<file path="src/rtl/hde_pkg.sv">
package hde_pkg;
  localparam int unsigned DEF_DATA_W  = 16;
  localparam int unsigned DEF_RID_W   = 4;
  localparam int unsigned DEF_ENTRIES = 8;

  typedef enum logic [1:0] {
    TOP_NONE    = 2'd0,
    TOP_CLEAR   = 2'd1,
    TOP_PRELOAD = 2'd2,
    TOP_INSTALL = 2'd3
  } tbl_op_e;
endpackage

</file>
<file path="src/rtl/hde_match.sv">
module hde_match #(
  parameter int unsigned ENTRIES = hde_pkg::DEF_ENTRIES,
  parameter int unsigned RID_W   = hde_pkg::DEF_RID_W,
  parameter int unsigned IDX_W   = $clog2(ENTRIES)
) (
  input  logic [ENTRIES-1:0]            vld_i,
  input  logic [ENTRIES-1:0][RID_W-1:0] rid_i,
  input  logic [RID_W-1:0]              key_i,
  output logic                          hit_o,
  output logic [IDX_W-1:0]              idx_o
);
  logic [ENTRIES-1:0] eq;

  for (genvar e = 0; e < ENTRIES; e++) begin : g_cmp
    assign eq[e] = vld_i[e] && (rid_i[e] == key_i);
  end

  // at most one entry per region, so lowest index is just a tie-free pick
  always_comb begin
    idx_o = '0;
    for (int e = ENTRIES - 1; e >= 0; e--) begin
      if (eq[e]) idx_o = IDX_W'(e);
    end
  end

  assign hit_o = |eq;
endmodule

</file>
<file path="src/rtl/hde_victim.sv">
module hde_victim #(
  parameter int unsigned ENTRIES = hde_pkg::DEF_ENTRIES,
  parameter int unsigned IDX_W   = $clog2(ENTRIES)
) (
  input  logic             clk_i,
  input  logic             rst_ni,
  input  logic             clr_i,
  input  logic             adv_i,
  output logic [IDX_W-1:0] ptr_o
);
  localparam logic [IDX_W-1:0] LAST = IDX_W'(ENTRIES - 1);

  logic [IDX_W-1:0] ptr_q;

  always_ff @(posedge clk_i or negedge rst_ni) begin
    if (!rst_ni) begin
      ptr_q <= '0;
    end else if (clr_i) begin
      ptr_q <= '0;
    end else if (adv_i) begin
      ptr_q <= (ptr_q == LAST) ? '0 : ptr_q + 1'b1;
    end
  end

  assign ptr_o = ptr_q;
endmodule

</file>
<file path="src/rtl/hde_table.sv">
module hde_table
  import hde_pkg::*;
#(
  parameter int unsigned DATA_W  = DEF_DATA_W,
  parameter int unsigned RID_W   = DEF_RID_W,
  parameter int unsigned ENTRIES = DEF_ENTRIES,
  parameter int unsigned IDX_W   = $clog2(ENTRIES)
) (
  input  logic              clk_i,
  input  logic              rst_ni,
  input  logic              clr_i,
  input  logic              pl_we_i,
  input  logic [RID_W-1:0]  pl_rid_i,
  input  logic [DATA_W-1:0] pl_data_i,
  input  logic [RID_W-1:0]  lk_rid_i,
  output logic              lk_hit_o,
  output logic [IDX_W-1:0]  lk_idx_o,
  output logic [DATA_W-1:0] lk_data_o,
  input  logic              ins_en_i,
  input  logic [DATA_W-1:0] ins_data_i,
  output logic [IDX_W-1:0]  victim_o
);
  logic [ENTRIES-1:0]             vld_q;
  logic [ENTRIES-1:0][RID_W-1:0]  rid_q;
  logic [ENTRIES-1:0][DATA_W-1:0] dat_q;

  logic             pl_hit;
  logic [IDX_W-1:0] pl_idx;
  tbl_op_e          op;
  logic             wr_en, adv;
  logic [IDX_W-1:0] wr_idx;
  logic [RID_W-1:0] wr_rid;
  logic [DATA_W-1:0] wr_dat;

  hde_match #(.ENTRIES(ENTRIES), .RID_W(RID_W), .IDX_W(IDX_W)) u_lk_match (
    .vld_i(vld_q), .rid_i(rid_q), .key_i(lk_rid_i),
    .hit_o(lk_hit_o), .idx_o(lk_idx_o)
  );

  hde_match #(.ENTRIES(ENTRIES), .RID_W(RID_W), .IDX_W(IDX_W)) u_pl_match (
    .vld_i(vld_q), .rid_i(rid_q), .key_i(pl_rid_i),
    .hit_o(pl_hit), .idx_o(pl_idx)
  );

  hde_victim #(.ENTRIES(ENTRIES), .IDX_W(IDX_W)) u_victim (
    .clk_i(clk_i), .rst_ni(rst_ni), .clr_i(clr_i), .adv_i(adv), .ptr_o(victim_o)
  );

  // clear dominates preload, preload dominates stream install
  always_comb begin
    if (clr_i)         op = TOP_CLEAR;
    else if (pl_we_i)  op = TOP_PRELOAD;
    else if (ins_en_i) op = TOP_INSTALL;
    else               op = TOP_NONE;
  end

  always_comb begin
    wr_en  = 1'b0;
    adv    = 1'b0;
    wr_idx = victim_o;
    wr_rid = lk_rid_i;
    wr_dat = ins_data_i;
    unique case (op)
      TOP_PRELOAD: begin
        wr_en  = 1'b1;
        wr_rid = pl_rid_i;
        wr_dat = pl_data_i;
        if (pl_hit) wr_idx = pl_idx;
        else        adv    = 1'b1;
      end
      TOP_INSTALL: begin
        wr_en = 1'b1;
        adv   = 1'b1;
      end
      default: ;
    endcase
  end

  always_ff @(posedge clk_i or negedge rst_ni) begin
    if (!rst_ni) begin
      vld_q <= '0;
      rid_q <= '0;
      dat_q <= '0;
    end else if (op == TOP_CLEAR) begin
      vld_q <= '0;
    end else if (wr_en) begin
      vld_q[wr_idx] <= 1'b1;
      rid_q[wr_idx] <= wr_rid;
      dat_q[wr_idx] <= wr_dat;
    end
  end

  assign lk_data_o = dat_q[lk_idx_o];
endmodule

</file>
<file path="src/rtl/hde_out_reg.sv">
module hde_out_reg #(
  parameter int unsigned DATA_W = hde_pkg::DEF_DATA_W,
  parameter int unsigned IDX_W  = 3
) (
  input  logic              clk_i,
  input  logic              rst_ni,
  input  logic              ld_i,
  input  logic [DATA_W-1:0] delta_i,
  input  logic [IDX_W-1:0]  idx_i,
  input  logic              hit_i,
  input  logic              ready_i,
  output logic              valid_o,
  output logic [DATA_W-1:0] delta_o,
  output logic [IDX_W-1:0]  idx_o,
  output logic              hit_o
);
  always_ff @(posedge clk_i or negedge rst_ni) begin
    if (!rst_ni) begin
      valid_o <= 1'b0;
      delta_o <= '0;
      idx_o   <= '0;
      hit_o   <= 1'b0;
    end else begin
      if (ld_i)         valid_o <= 1'b1;
      else if (ready_i) valid_o <= 1'b0;
      if (ld_i) begin
        delta_o <= delta_i;
        idx_o   <= idx_i;
        hit_o   <= hit_i;
      end
    end
  end
endmodule

</file>
<file path="src/rtl/hotspot_delta_enc.sv">
module hotspot_delta_enc
  import hde_pkg::*;
#(
  parameter int unsigned DATA_W  = DEF_DATA_W,
  parameter int unsigned RID_W   = DEF_RID_W,
  parameter int unsigned ENTRIES = DEF_ENTRIES,
  localparam int unsigned IDX_W  = $clog2(ENTRIES)
) (
  input  logic              clk_i,
  input  logic              rst_ni,
  input  logic              clr_i,
  input  logic              pl_we_i,
  input  logic [RID_W-1:0]  pl_rid_i,
  input  logic [DATA_W-1:0] pl_data_i,
  input  logic              in_valid_i,
  output logic              in_ready_o,
  input  logic [RID_W-1:0]  in_rid_i,
  input  logic [DATA_W-1:0] in_data_i,
  output logic              out_valid_o,
  input  logic              out_ready_i,
  output logic [DATA_W-1:0] out_delta_o,
  output logic [IDX_W-1:0]  out_idx_o,
  output logic              out_hit_o
);
  logic              fire;
  logic              lk_hit;
  logic [IDX_W-1:0]  lk_idx, victim;
  logic [DATA_W-1:0] lk_data, delta;
  logic [IDX_W-1:0]  sel_idx;

  // table maintenance owns the cycle; stream waits
  assign in_ready_o = (!out_valid_o || out_ready_i) && !clr_i && !pl_we_i;
  assign fire       = in_valid_i && in_ready_o;

  hde_table #(.DATA_W(DATA_W), .RID_W(RID_W), .ENTRIES(ENTRIES), .IDX_W(IDX_W)) u_table (
    .clk_i     (clk_i),
    .rst_ni    (rst_ni),
    .clr_i     (clr_i),
    .pl_we_i   (pl_we_i),
    .pl_rid_i  (pl_rid_i),
    .pl_data_i (pl_data_i),
    .lk_rid_i  (in_rid_i),
    .lk_hit_o  (lk_hit),
    .lk_idx_o  (lk_idx),
    .lk_data_o (lk_data),
    .ins_en_i  (fire && !lk_hit),
    .ins_data_i(in_data_i),
    .victim_o  (victim)
  );

  assign delta   = lk_hit ? (in_data_i ^ lk_data) : in_data_i;
  assign sel_idx = lk_hit ? lk_idx : victim;

  hde_out_reg #(.DATA_W(DATA_W), .IDX_W(IDX_W)) u_out (
    .clk_i  (clk_i),
    .rst_ni (rst_ni),
    .ld_i   (fire),
    .delta_i(delta),
    .idx_i  (sel_idx),
    .hit_i  (lk_hit),
    .ready_i(out_ready_i),
    .valid_o(out_valid_o),
    .delta_o(out_delta_o),
    .idx_o  (out_idx_o),
    .hit_o  (out_hit_o)
  );
endmodule

</file>
<file path="config.mk">
export PLATFORM = sky130hd
export DESIGN_NAME = hotspot_delta_enc
export DESIGN_NICKNAME = d
export VERILOG_FILES = /design/src/rtl/hde_pkg.sv /design/src/rtl/hde_match.sv /design/src/rtl/hde_victim.sv /design/src/rtl/hde_table.sv /design/src/rtl/hde_out_reg.sv /design/src/rtl/hotspot_delta_enc.sv
export SDC_FILE = /design/constraint.sdc
export NUM_CORES = 1
export LEC_CHECK = 0
export BUFFER_PORTS_ARGS = -buffer_cell sky130_fd_sc_hd__buf_2
export CORE_ASPECT_RATIO = 1.75
export CORE_UTILIZATION = 44
export CTS_CLUSTER_SIZE = 16
export DETAILED_ROUTE_END_ITERATION = 7
export SYNTH_ARGS = -nofsm -noshare
export SYNTH_HDL_FRONTEND = slang
export SYNTH_HIERARCHICAL = 1
export SYNTH_SLANG_ARGS = --single-unit
</file>
<file path="constraint.sdc">
create_clock -name clk_i -period 6.3 [get_ports clk_i]
set_clock_uncertainty 0.15 [all_clocks]
set_input_delay 0.945 -clock clk_i [delete_from_list [all_inputs] [get_ports clk_i]]
set_output_delay 0.945 -clock clk_i [all_outputs]
set_load 0.01 [all_outputs]
</file>
Yosys cells after proc, flatten, opt, wreduce, memory -nomap -nowiden:

Cells that the tools add are included.

* output and inout bits: 22
* register bits after elaboration: 192

* bitwise gates (word level): 3
* equal/unequal tests: 20
* muxes and demuxes: 45
* $lt $le $gt $ge: 3
* reduce and logical (&&, ||, !) cells: 33
* add/sub/neg operators: 1

Operator list (count)
* $bwmux 128: 1
* $mux 3: 22
* $eq 4x4->1: 16
* $mux 16: 4
* $bmux 16 s3: 1
* $demux 16 s3: 1
* $bwmux 32: 1
* $logic_and 1x1->1: 21
* $mux 8: 2
* $reduce_or 8->1: 2
* $xor 16x16->16: 1
* $demux 4 s3: 1
* $lt 3x4->1 const B: 2
* $mux 4: 2
* $or 8x8->8: 1
* $mux 2: 3
* $reduce_bool 2->1: 3
* $mux 1: 5
* $eq 2x2->1 const B: 2
* $logic_not 1->1: 4
* $add 3x1->3 const B: 1
* $demux 1 s3: 1
* $eq 3x3->1 const B: 1
* $ge 3x1->1 const B: 1
* 6 further kinds: 6

Logic depth before layout (Yosys ltp):

Gate-level depths: netlist of run 1.

* depth in word-level cells: 19
* mapped depth: 14

By module:

Netlist of run 1, hierarchy kept.

Modules (own cells, without submodules)
* hde_table: cells each 462, area an instance 7742.4 um2, seq. area each 4204.0 um2, times used 1
* hde_match: cells each 68, area an instance 588.1 um2, seq. area each 0.0 um2, times used 2
* hde_out_reg: cells each 45, area an instance 855.8 um2, seq. area each 525.5 um2, times used 1
* hotspot_delta_enc: cells each 42, area an instance 317.8 um2, seq. area each 0.0 um2, times used 1
* hde_victim: cells each 12, area an instance 151.4 um2, seq. area each 75.1 um2, times used 1

Least setup slack after synthesis of run 1:

OpenSTA, ideal clock, no wires.

* path kind: input-to-reg
* from: input port in_rid_i[0]
* to: register u_table/dat_q[100] (netlist name)
* required time: 6025 ps
* data arrival time: 3716 ps
* cell stages on the path: 14
* setup slack: 2309 ps
* library setup time: 125 ps
* path buffers: 3
* cell sequence: buf_4 -> xor2_1 -> nor3_2 -> and3_4 -> nor4b_2 -> nand2_1 -> buf_6 -> nand2b_4 -> nor4_2 -> nor2b_1 -> a22oi_1 -> or4b_4 -> buf_6 -> mux2_4

* cells in the longest elaborated chain, start to end: 15
* elaborated cells between the ends (all ways): 37
* classes of those cells: order compare: 2; eq/ne: 11; mux: 9; bitwise: 1; reduce/logical: 14

Ends and longest elaborated chain
* start, declared: RTL line hotspot_delta_enc.sv:17 `input logic [RID_W-1:0] in_rid_i,`
* $eq 4x4->1: RTL line hde_match.sv:15 `assign eq[e] = vld_i[e] && (rid_i[e] == key_i);`
* $logic_and 1x1->1: RTL line hde_match.sv:15
* $reduce_or 8->1 (*): RTL line hde_match.sv:26 `assign hit_o = |eq;`
* named net lk_hit: RTL line hotspot_delta_enc.sv:26 `logic lk_hit;`
* $logic_not 1->1 (*): RTL line hotspot_delta_enc.sv:46 `.ins_en_i (fire && !lk_hit),`
* $logic_and 1x1->1 (*): RTL line hotspot_delta_enc.sv:46
* $mux 2 (*): RTL line hde_table.sv:53 `else if (ins_en_i) op = TOP_INSTALL;`
* $mux 2 (*): RTL line hde_table.sv:52 `else if (pl_we_i) op = TOP_PRELOAD;`
* $mux 2 (*): RTL line hde_table.sv:51 `if (clr_i) op = TOP_CLEAR;`
* $eq 2x2->1: RTL line hde_table.sv:63 `unique case (op)`
* $mux 3: RTL line hde_table.sv:63
* $lt 3x4->1 (not written as such) or $ge 3x1->1 (tied branches): RTL line hde_table.sv:89 `dat_q[wr_idx] <= wr_dat;`
* $logic_and 1x1->1 (not written as such): RTL line hde_table.sv:89
* $mux 16 (not written as such): RTL line hde_table.sv:89
* $demux 16 s3
* $bwmux 128: RTL line hde_table.sv:89
* end signal, assigned by index: RTL line hde_table.sv:89
* end, declared: RTL line hde_table.sv:25 `logic [ENTRIES-1:0][DATA_W-1:0] dat_q;`

Mark *: on every way through the listed nets, which the timed path passes. The rest lies on a longest branch.
A chain may end at the register's enable or synchronous reset.

Final worst setup path of run 1:

* from: input port in_rid_i[1]
* to: register u_table/rid_q[18] (netlist name)

* cells in the longest elaborated chain, start to end: 15
* elaborated cells between the ends (all ways): 37
* classes of those cells: order compare: 2; eq/ne: 11; mux: 9; bitwise: 1; reduce/logical: 14

Ends and longest elaborated chain
* $eq 4x4->1: RTL line hde_match.sv:15
* $logic_and 1x1->1: RTL line hde_match.sv:15
* $reduce_or 8->1 (*): RTL line hde_match.sv:26
* named net lk_hit: RTL line hotspot_delta_enc.sv:26
* $logic_not 1->1 (*): RTL line hotspot_delta_enc.sv:46
* $logic_and 1x1->1 (*): RTL line hotspot_delta_enc.sv:46
* $mux 2 (*): RTL line hde_table.sv:53
* $mux 2 (*): RTL line hde_table.sv:52
* $mux 2 (*): RTL line hde_table.sv:51
* $eq 2x2->1: RTL line hde_table.sv:63
* $mux 3: RTL line hde_table.sv:63
* $lt 3x4->1 (not written as such) or $ge 3x1->1 (tied branches): RTL line hde_table.sv:88 `rid_q[wr_idx] <= wr_rid;`
* $logic_and 1x1->1 (not written as such): RTL line hde_table.sv:88
* $mux 4 (not written as such): RTL line hde_table.sv:88
* $demux 4 s3
* $bwmux 32: RTL line hde_table.sv:88
* end signal, assigned by index: RTL line hde_table.sv:88
* end, declared: RTL line hde_table.sv:24 `logic [ENTRIES-1:0][RID_W-1:0] rid_q;`

Marks and branches as above.

==> results.py, run 1 <==
metrics = {
    "clocking": {
        "htreeDepth": 4,
        "cts_sinks": 192,
        "cts_tree": "yes",
        "clkTransAtPathRegs_ps": 70,
        "post-cts-setup-buffers": 0,
        "clk_latency_ps": 440,
        "ctsRootBufferMaster": "clkbuf_16",
        "clock_path_buffers": 2,
        "ctsHoldBuffers": 0,
        "numCtsBuffers": 17,
        "post_cts_resize_count": 0,
    },
    "sta": {
        "setup_viol": 0,
        "worstMarginPinSlew_ps": 995,
        "slew_viol_final": 0,
        "period_share": 0.712,
        "maxSlewHeadroom": 0.337,
        "holdWs_ps": 347,
        "final_hold_viol_count": 0,
        "tns_ps": 0,
        "rsz0062_at_grt": "false",
        "fmax_mhz": 223,
        "fin_crit_ps": 4490,
    },
    "die": {
        "core_um2": 22700,
        "die_height_um": 204,
        "placementRows": 73,
        "ios": 68,
        "start_util": 0.450,
        "die_x_um": 117,
        "dieArea_um2": 23900,
    },
    "logic_synthesis": {
        "synth-edff-count": 0,
        "synthFlopType": "dfrtp_1",
        "synth_nets": 745,
        "synthCells": 697,
        "synth.avg_cell_area_um2": 14.7,
        "ys_seq_area_frac": 0.469,
        "synth_area_um2": 10200,
        "yosysWarnings": 6,
        "async_flop_share": 1.00,
        "yosys_register_bits": 192,
        "synth_cell_types": 51,
    },
    "critical_path": {
        "slowest_delay_ps": 570,
        "r2r-start": "u_table/rid_q[25]",
        "crit_arrival_ps": 4650,
        "startpoint": "in_rid_i[1]",
        "critPathSlowestCell": "nor4_4",
        "worst-setup-path-type": "in -> reg",
        "crit_chain": "buf_2, xor2_1, nor3_2, and3_4, nor4b_2, nand2_1, buf_4, nand2b_4, nor4_2, nor2b_1, a22oi_2, nor4_4, buf_4, mux2_2",
        "start_kind": "primary input",
        "crit_path_frequent_cell": "buf_4",
        "required_ps": 6460,
        "cp_max_fo": 21,
        "cp-end-kind": "flip-flop",
    },
    "final_layout": {
        "area_growth_pct": 11.4,
        "diodes": 0,
        "drive_gt1_frac": 0.536,
        "final_cell_mix": "dfrtp_1 (192), mux2_2 (176), buf_2 (66)",
        "final_common_cell": "dfrtp_1",
        "final_nets": 806,
    },
    "route": {
        "wl_um": 23900,
        "firstDrtPassIters": 4,
        "ant_nets": 0,
        "via_count": 5948,
        "vias_per_cell": 5.56,
        "drt-initial-drc-count": 195,
        "wl_per_cell_um": 22.4,
        "drc": 0,
    },
    "power_and_ir_drop": {
        "p_switching_mw": 0.800,
        "internal-power_mw": 2.28,
        "pwr-share-clk": 0.343,
        "ir_worst_vdd_mv": 0.167,
        "swShare": 0.260,
        "p_leak_nw": 5.23,
        "seqPwrFrac": 0.487,
        "power_frac_comb": 0.171,
        "pwr_density_cell_nw_per_um2": 270,
    },
    "job": {
        "cap_violations": 0,
    },
    "placed_design": {
        "dpl.hpwl_um": 16100,
        "portBuffers": 67,
        "place_congestion": 0.895,
    },
    "grt": {
        "grt_max_degree": 82,
        "grt_pass1_vias": 6818,
        "grt_pass1_wl_um": 38100,
        "gr-total-overflow": 0,
        "antenna_found_initial": 0,
        "grt.total_usage": 0.213,
    },
    "run_status": {
        "run_status": "finished, final reports clean",
    },
    "worst_hold_path": {
        "hold_class": "in -> async",
    },
}
## critical path, delay by kind of cell
| kind | cells | cell delay (ps) |
|---|---|---|
| compound gates | 1 | 210 |
| buf+inv | 3 | 910 |
| simple gates | 8 | 1940 |
| xor+xnor | 1 | 220 |
| mux | 1 | 370 |
## registers in the layout (all words and copies together), names as in the netlist
signal / cells
u_table/dat_q: 128
u_out/delta_o: 16
u_table/rid_q: 32
u_out/valid_o: 1
u_out/idx_o: 3
u_table/vld_q: 8
u_table/u_victim/ptr_o: 3
u_out/hit_o: 1
## path summary, 6_finish.rpt
kind	end	slack, ps	cells past startpoint
setup / recovery	u_table/rid_q[18]	1810	14
hold / removal	u_table/rid_q[3]	350	1
setup reg to reg	u_table/rid_q[18]	2180	13
hold reg to reg	u_table/dat_q[75]	350	1
max in group asynchronous	u_table/dat_q[124]	4240	2
min in group clk_i	u_table/dat_q[75]	350	1
## kinds of logic after synthesis
group / count (synthesis) / synth area share
flops: 192 / 0.469
compound gates: 26 / 0.0243
simple gates: 90 / 0.0707
xor+xnor: 74 / 0.0647
buf+inv: 52 / 0.0321
fa+ha+maj: 2 / 0.00244
mux: 261 / 0.337
## synthesized netlist by cell type, types with 3 or more instances
| master | number | area, µm² |
|---|---|---|
| dfrtp_1 | 192 | 4800 |
| mux2i_1 | 7 | 70.1 |
| nand2b_1 | 5 | 31.3 |
| nor3_1 | 5 | 25.0 |
| buf_6 | 9 | 101 |
| nand3_1 | 6 | 30.0 |
| buf_2 | 8 | 40.0 |
| xnor2_1 | 30 | 263 |
| nand2_1 | 28 | 105 |
| mux2_1 | 4 | 45.0 |
| nor2_1 | 5 | 18.8 |
| inv_2 | 4 | 15.0 |
| nor4_4 | 9 | 191 |
| buf_4 | 15 | 113 |
| clkbuf_1 | 7 | 26.3 |
| a21o_1 | 8 | 60.1 |
| mux2_2 | 176 | 1980 |
| nor4_2 | 6 | 75.1 |
| nor2b_1 | 3 | 18.8 |
| inv_1 | 7 | 26.3 |
| mux2_4 | 42 | 631 |
| nor4_1 | 3 | 18.8 |
| mux4_2 | 32 | 721 |
| xor2_1 | 42 | 368 |
## per-layer routing
layer,vias to the layer above,part of all wire,track usage
li1,2633,-,-
met1,3174,0.38,0.231
met2,90,0.56,0.397
met3,51,0.021,0.0293
met4,0,0.038,0.111
met5,-,0,0
## power by group through the flow
stage / Sequential [mW] / Clock (mW) / Combinational (mW)
final: 1.50 / 1.06 / 0.526
after global routing: 1.52 / 1.13 / 0.572
after CTS: 1.50 / 1.09 / 0.535
after detailed placement: 1.52 / 0 / 0.533
after global placement: 1.51 / 0 / 0.516
after floorplan: 1.50 / 0 / 0.376
## stage by stage
stage / setup slack (ps) / instance area [µm²] / utilization / std cells / power (mW)
finish: 1810 / 11400 / 0.502 / 1070 / 3.08
global route: 1590 / 11400 / 0.502 / 1070 / 3.22
floorplan: 2310 / 10200 / - / 697 / 1.88
detailed placement: 1360 / 10800 / 0.477 / 1039 / 2.06
CTS: 1830 / 11400 / 0.502 / 1070 / 3.12
global placement: 1530 / 10800 / 0.477 / 1039 / 2.03
## final cells by class
class                           count  area (µm²)
Sequential cell                   192        4800
Inverter                           11        41.3
Fill cell                        1975       11300
Tap cell                          300         375
Timing Repair Buffer               83         464
Clock buffer                       22         494
Clock inverter                      9        82.6
Multi-Input combinational cell    453        5150
Power figures use the tool's default switching activity.
==> inputs of run 2 (changes only) <==
==> constraint.sdc (replaced) <==
create_clock -name clk_i -period 4 [get_ports clk_i]
set_clock_uncertainty 0.15 [all_clocks]
set_input_delay 0.6 -clock clk_i [delete_from_list [all_inputs] [get_ports clk_i]]
set_output_delay 0.6 -clock clk_i [all_outputs]
set_load 0.01 [all_outputs]
==> results.py, run 2 (same netlist as run 1, synthesis figures left out) <==
metrics = {
    "run_status": {
        "run_status": "finished, final reports clean",
    },
    "final_layout": {
        "drive_gt1_frac": 0.549,
        "largest_reg_flops": 128,
        "regMostFlops": "u_table/dat_q",
        "final_nets": 829,
        "fin_util": 0.516,
        "fillers": 1951,
        "diodes": 0,
        "final_common_cell": "dfrtp_1",
        "stdcell_area_um2": 11700,
        "area_growth_pct": 14.6,
        "top_regs": "u_table/dat_q (128), u_table/rid_q (32), u_out/delta_o (16)",
        "final_cell_mix": "dfrtp_1 (192), mux2_2 (176), buf_2 (66)",
    },
    "sta": {
        "fmax_mhz": 279,
        "period_share": 0.896,
        "rsz0062_at_grt": "false",
        "worstMarginPinSlew_ps": 922,
        "slew_viol_final": 0,
        "tns_ps": 0,
        "setup_viol": 0,
        "maxSlewHeadroom": 0.385,
        "final_hold_viol_count": 0,
        "fin_crit_ps": 3580,
    },
    "critical_path": {
        "cp_num_buf_inv": 3,
        "critPathSlowestCell": "o41ai_4",
        "crit_family": "multiplexers",
        "slowest_delay_ps": 570,
        "crit_arrival_ps": 3760,
        "worst-setup-path-type": "in -> reg",
        "cp_max_fo": 10,
        "cp-end-kind": "flip-flop",
        "start_kind": "primary input",
        "crit_chain": "buf_2, buf_4, xor2_2, nor4_4, nor2_2, o41ai_4, buf_4, mux4_2, mux2_2, nand2_1, xnor2_1, mux2_2",
        "required_ps": 4170,
    },
    "route": {
        "ant_nets": 0,
        "wl_um": 24600,
        "wl_per_cell_um": 22.5,
        "via_count": 5970,
        "drc": 0,
        "drt-initial-drc-count": 240,
        "firstDrtPassIters": 4,
        "vias_per_cell": 5.46,
    },
    "worst_hold_path": {
        "hold_class": "in -> async",
    },
    "power_and_ir_drop": {
        "p_leak_nw": 5.38,
        "p_total_mw": 4.91,
        "ir_worst_vdd_mv": 0.300,
        "pwr_density_cell_nw_per_um2": 418,
    },
    "die": {
        "core_um2": 22700,
        "ios": 68,
        "die_height_um": 204,
        "die_x_um": 117,
        "placementRows": 73,
        "start_util": 0.450,
        "dieArea_um2": 23900,
    },
    "grt": {
        "grt.total_usage": 0.220,
        "gr-total-overflow": 0,
        "grt_max_degree": 107,
        "grt_pass1_wl_um": 39100,
        "grt_pass1_vias": 6774,
        "antenna_found_initial": 0,
    },
    "clocking": {
        "clock_path_buffers": 2,
        "numCtsBuffers": 17,
        "clk_latency_ps": 440,
        "ctsRootBufferMaster": "clkbuf_16",
        "cts_tree": "yes",
        "post_cts_resize_count": 0,
        "htreeDepth": 4,
        "post-cts-setup-buffers": 0,
        "cts_sinks": 192,
        "ctsHoldBuffers": 0,
        "clkTransAtPathRegs_ps": 70,
    },
    "job": {
        "cap_violations": 0,
    },
    "placed_design": {
        "place_congestion": 0.855,
        "place_area_um2": 11200,
        "dpl.hpwl_um": 16700,
        "portBuffers": 67,
    },
}
[run 2: final timing paths]
kind / end / slack [ps] / from / cells after the start
max in group asynchronous: u_table/dat_q[3] / 2650 / rst_ni / 2
hold reg to reg: u_table/dat_q[43] / 350 / u_table/dat_q[43] / 1
hold / removal: u_table/rid_q[20] / 100 / rst_ni / 1
setup reg to reg: u_out/delta_o[13] / 470 / u_table/rid_q[20] / 12
min in group clk_i: u_out/valid_o / 320 / out_ready_i / 3
setup / recovery: u_out/delta_o[13] / 420 / in_rid_i[1] / 12
[run 2: final cells by class]
class | count | area [µm²] | area share
Clock buffer | 19 | 443 | 0.0377
Clock inverter | 13 | 138 | 0.0117
Inverter | 11 | 41.3 | 0.00352
Multi-Input combinational cell | 453 | 5150 | 0.439
Sequential cell | 192 | 4800 | 0.409
Tap cell | 300 | 375 | 0.0320
Timing Repair Buffer | 106 | 787 | 0.0670
[run 2: power breakdown]
group | internal [mW] | switching, mW
Combinational | 0.476 | 0.374
Sequential | 2.20 | 0.165
Clock | 0.938 | 0.756
[run 2: per-layer routing]
metal | global-route usage | vias up | wire length (µm)
li1 | - | 2687 | -
met1 | 0.235 | 3127 | 9340
met2 | 0.408 | 107 | 13600
met3 | 0.0324 | 49 | 534
met4 | 0.128 | 0 | 1130
met5 | 0 | - | 0
[run 2: per-stage QoR]
stage	setup slack [ps]	hold WS [ps]	instances
floorplan	354	154	697
global placement	-32.2	312	1062
detailed placement	-109	339	1062
CTS	365	159	1094
global route	212	182	1094
finish	416	103	1094
==> inputs of run 3 (changes only) <==
--- a/config.mk
+++ b/config.mk
@@ -7,8 +7,8 @@
 export LEC_CHECK = 0
 export BUFFER_PORTS_ARGS = -buffer_cell sky130_fd_sc_hd__buf_2
 export CORE_ASPECT_RATIO = 1.75
+export CORE_MARGIN = 4
 export CORE_UTILIZATION = 44
-export CTS_CLUSTER_SIZE = 16
 export DETAILED_ROUTE_END_ITERATION = 7
 export SYNTH_ARGS = -nofsm -noshare
 export SYNTH_HDL_FRONTEND = slang
==> results.py, run 3 (same netlist as run 1, synthesis figures left out) <==
metrics = {
    "clocking": {
        "clk_latency_ps": 440,
        "cts_sinks": 192,
        "htreeDepth": 4,
        "post-cts-setup-buffers": 0,
        "clkTransAtPathRegs_ps": 70,
        "post_cts_resize_count": 0,
        "ctsHoldBuffers": 0,
        "numCtsBuffers": 17,
        "clock_path_buffers": 2,
        "ctsRootBufferMaster": "clkbuf_16",
        "cts_tree": "yes",
    },
    "die": {
        "die_height_um": 210,
        "die_x_um": 123,
        "ios": 68,
        "start_util": 0.449,
        "dieArea_um2": 25900,
        "core_um2": 22800,
        "placementRows": 73,
    },
    "power_and_ir_drop": {
        "ir_worst_vdd_mv": 0.357,
        "swShare": 0.260,
        "p_total_mw": 4.96,
        "seqPwrFrac": 0.477,
        "p_leak_nw": 5.34,
        "pwr-share-clk": 0.352,
        "power_frac_comb": 0.171,
        "p_switching_mw": 1.29,
        "pwr_density_cell_nw_per_um2": 426,
        "internal-power_mw": 3.67,
    },
    "sta": {
        "setup_viol": 0,
        "maxSlewHeadroom": 0.478,
        "slew_viol_final": 0,
        "rsz0062_at_grt": "false",
        "fin_crit_ps": 3550,
        "holdWs_ps": 97.4,
        "period_share": 0.888,
        "fmax_mhz": 282,
        "final_hold_viol_count": 0,
        "worstMarginPinSlew_ps": 783,
    },
    "final_layout": {
        "diodes": 0,
        "fin_util": 0.510,
        "final_cell_mix": "dfrtp_1 (192), mux2_2 (176), buf_2 (66)",
        "final_common_cell": "dfrtp_1",
        "fillers": 1962,
        "final_nets": 818,
        "drive_gt1_frac": 0.542,
        "largest_reg_flops": 128,
        "layout.cells.non_filler": 1082,
        "regMostFlops": "u_table/dat_q",
        "area_growth_pct": 13.8,
        "top_regs": "u_table/dat_q (128), u_table/rid_q (32), u_out/delta_o (16)",
    },
    "critical_path": {
        "worst-setup-path-type": "in -> reg",
        "cp-end-kind": "flip-flop",
        "slowest_delay_ps": 390,
        "critPathSlowestCell": "nor4_4",
        "crit_arrival_ps": 3720,
        "cp_num_buf_inv": 2,
        "crit_family": "simple AND/OR/NAND/NOR gates",
        "cp_max_fo": 8,
        "crit_chain": "buf_2, xor2_1, nor3_1, and3_1, nor4b_2, nand2_1, nand2b_4, nor4_2, nor2b_1, a22oi_2, nor4_4, buf_4, mux2_2",
        "required_ps": 4170,
        "start_kind": "primary input",
    },
    "route": {
        "firstDrtPassIters": 4,
        "drt-initial-drc-count": 251,
        "ant_nets": 0,
        "drc": 0,
        "wl_um": 24400,
        "via_count": 5933,
        "wl_per_cell_um": 22.5,
        "vias_per_cell": 5.48,
    },
    "grt": {
        "antenna_found_initial": 0,
        "grt_max_degree": 97,
        "grt.total_usage": 0.201,
        "grt_pass1_wl_um": 38600,
        "grt_pass1_vias": 6750,
        "gr-total-overflow": 0,
    },
    "placed_design": {
        "place_congestion": 0.866,
        "dpl.hpwl_um": 16600,
        "portBuffers": 67,
        "dp_cells": 1051,
    },
    "job": {
        "cap_violations": 0,
    },
    "worst_hold_path": {
        "hold_class": "in -> async",
    },
    "run_status": {
        "run_status": "finished, final reports clean",
    },
}
-- run 3: cell count changes in the layout (fill, tap and decap cells not counted), sizes merged --
cell,delta
buf,-11
bufinv,+1
clkinv,-1
clkinvlp,-2
inv,+1
-- run 3: cell type report --
cell class	instances	area [µm²]	share of cell area
multi-input combinational	453	5150	0.442
clock inverter	12	156	0.0134
sequential	192	4800	0.412
timing repair buffer	95	679	0.0583
inverter	11	41.3	0.00354
tap	300	375	0.0322
clock buffer	19	443	0.0380
-- run 3: path summary, 6_finish.rpt --
path	from	endpoint	slack, ps	cells after the start
max	in_rid_i[3]	u_table/dat_q[12]	450	13
max in group asynchronous	rst_ni	u_table/u_victim/ptr_o[1]	2670	2
max reg2reg	u_table/rid_q[25]	u_table/dat_q[12]	450	12
min reg2reg	u_table/dat_q[47]	u_table/dat_q[47]	340	1
min in group clk_i	out_ready_i	u_out/valid_o	320	3
min	rst_ni	u_table/rid_q[14]	100	1
-- run 3: power by group through the flow --
stage	Combinational (mW)	Clock [mW]	Sequential (mW)
detailed placement	0.859	0	2.40
CTS	0.863	1.79	2.36
finish	0.849	1.74	2.36
global route	0.922	1.88	2.39
global placement	0.838	0	2.38
floorplan	0.593	0	2.37
-- run 3: per-layer routing --
metal,track usage,vias up,wire length [µm]
li1,-,2665,-
met1,0.222,3097,9070
met2,0.364,117,13500
met3,0.0310,54,674
met4,0.101,0,1160
met5,0,-,0
-- run 3: worst register-to-register path, delay by kind of cell (launching register included) --
kind                      cells  cell delay (ps)
and+or+nand+nor               8             1820
xor gates and xnor gates      1              210
AOI/OAI and AO/OA             1              220
buffers and inverters         1              260
DFF                           1              410
muxes                         1              360
-- run 3: stage by stage --
stage,area (µm²),worst slack (ps),setup TNS (ps)
4_1_cts,11700,449,0
3_3_place_gp,11100,46.2,0
2_1_floorplan,10200,354,0
5_1_grt,11700,255,0
3_5_place_dp,11100,-1.17,-1.17
6_report,11700,448,0
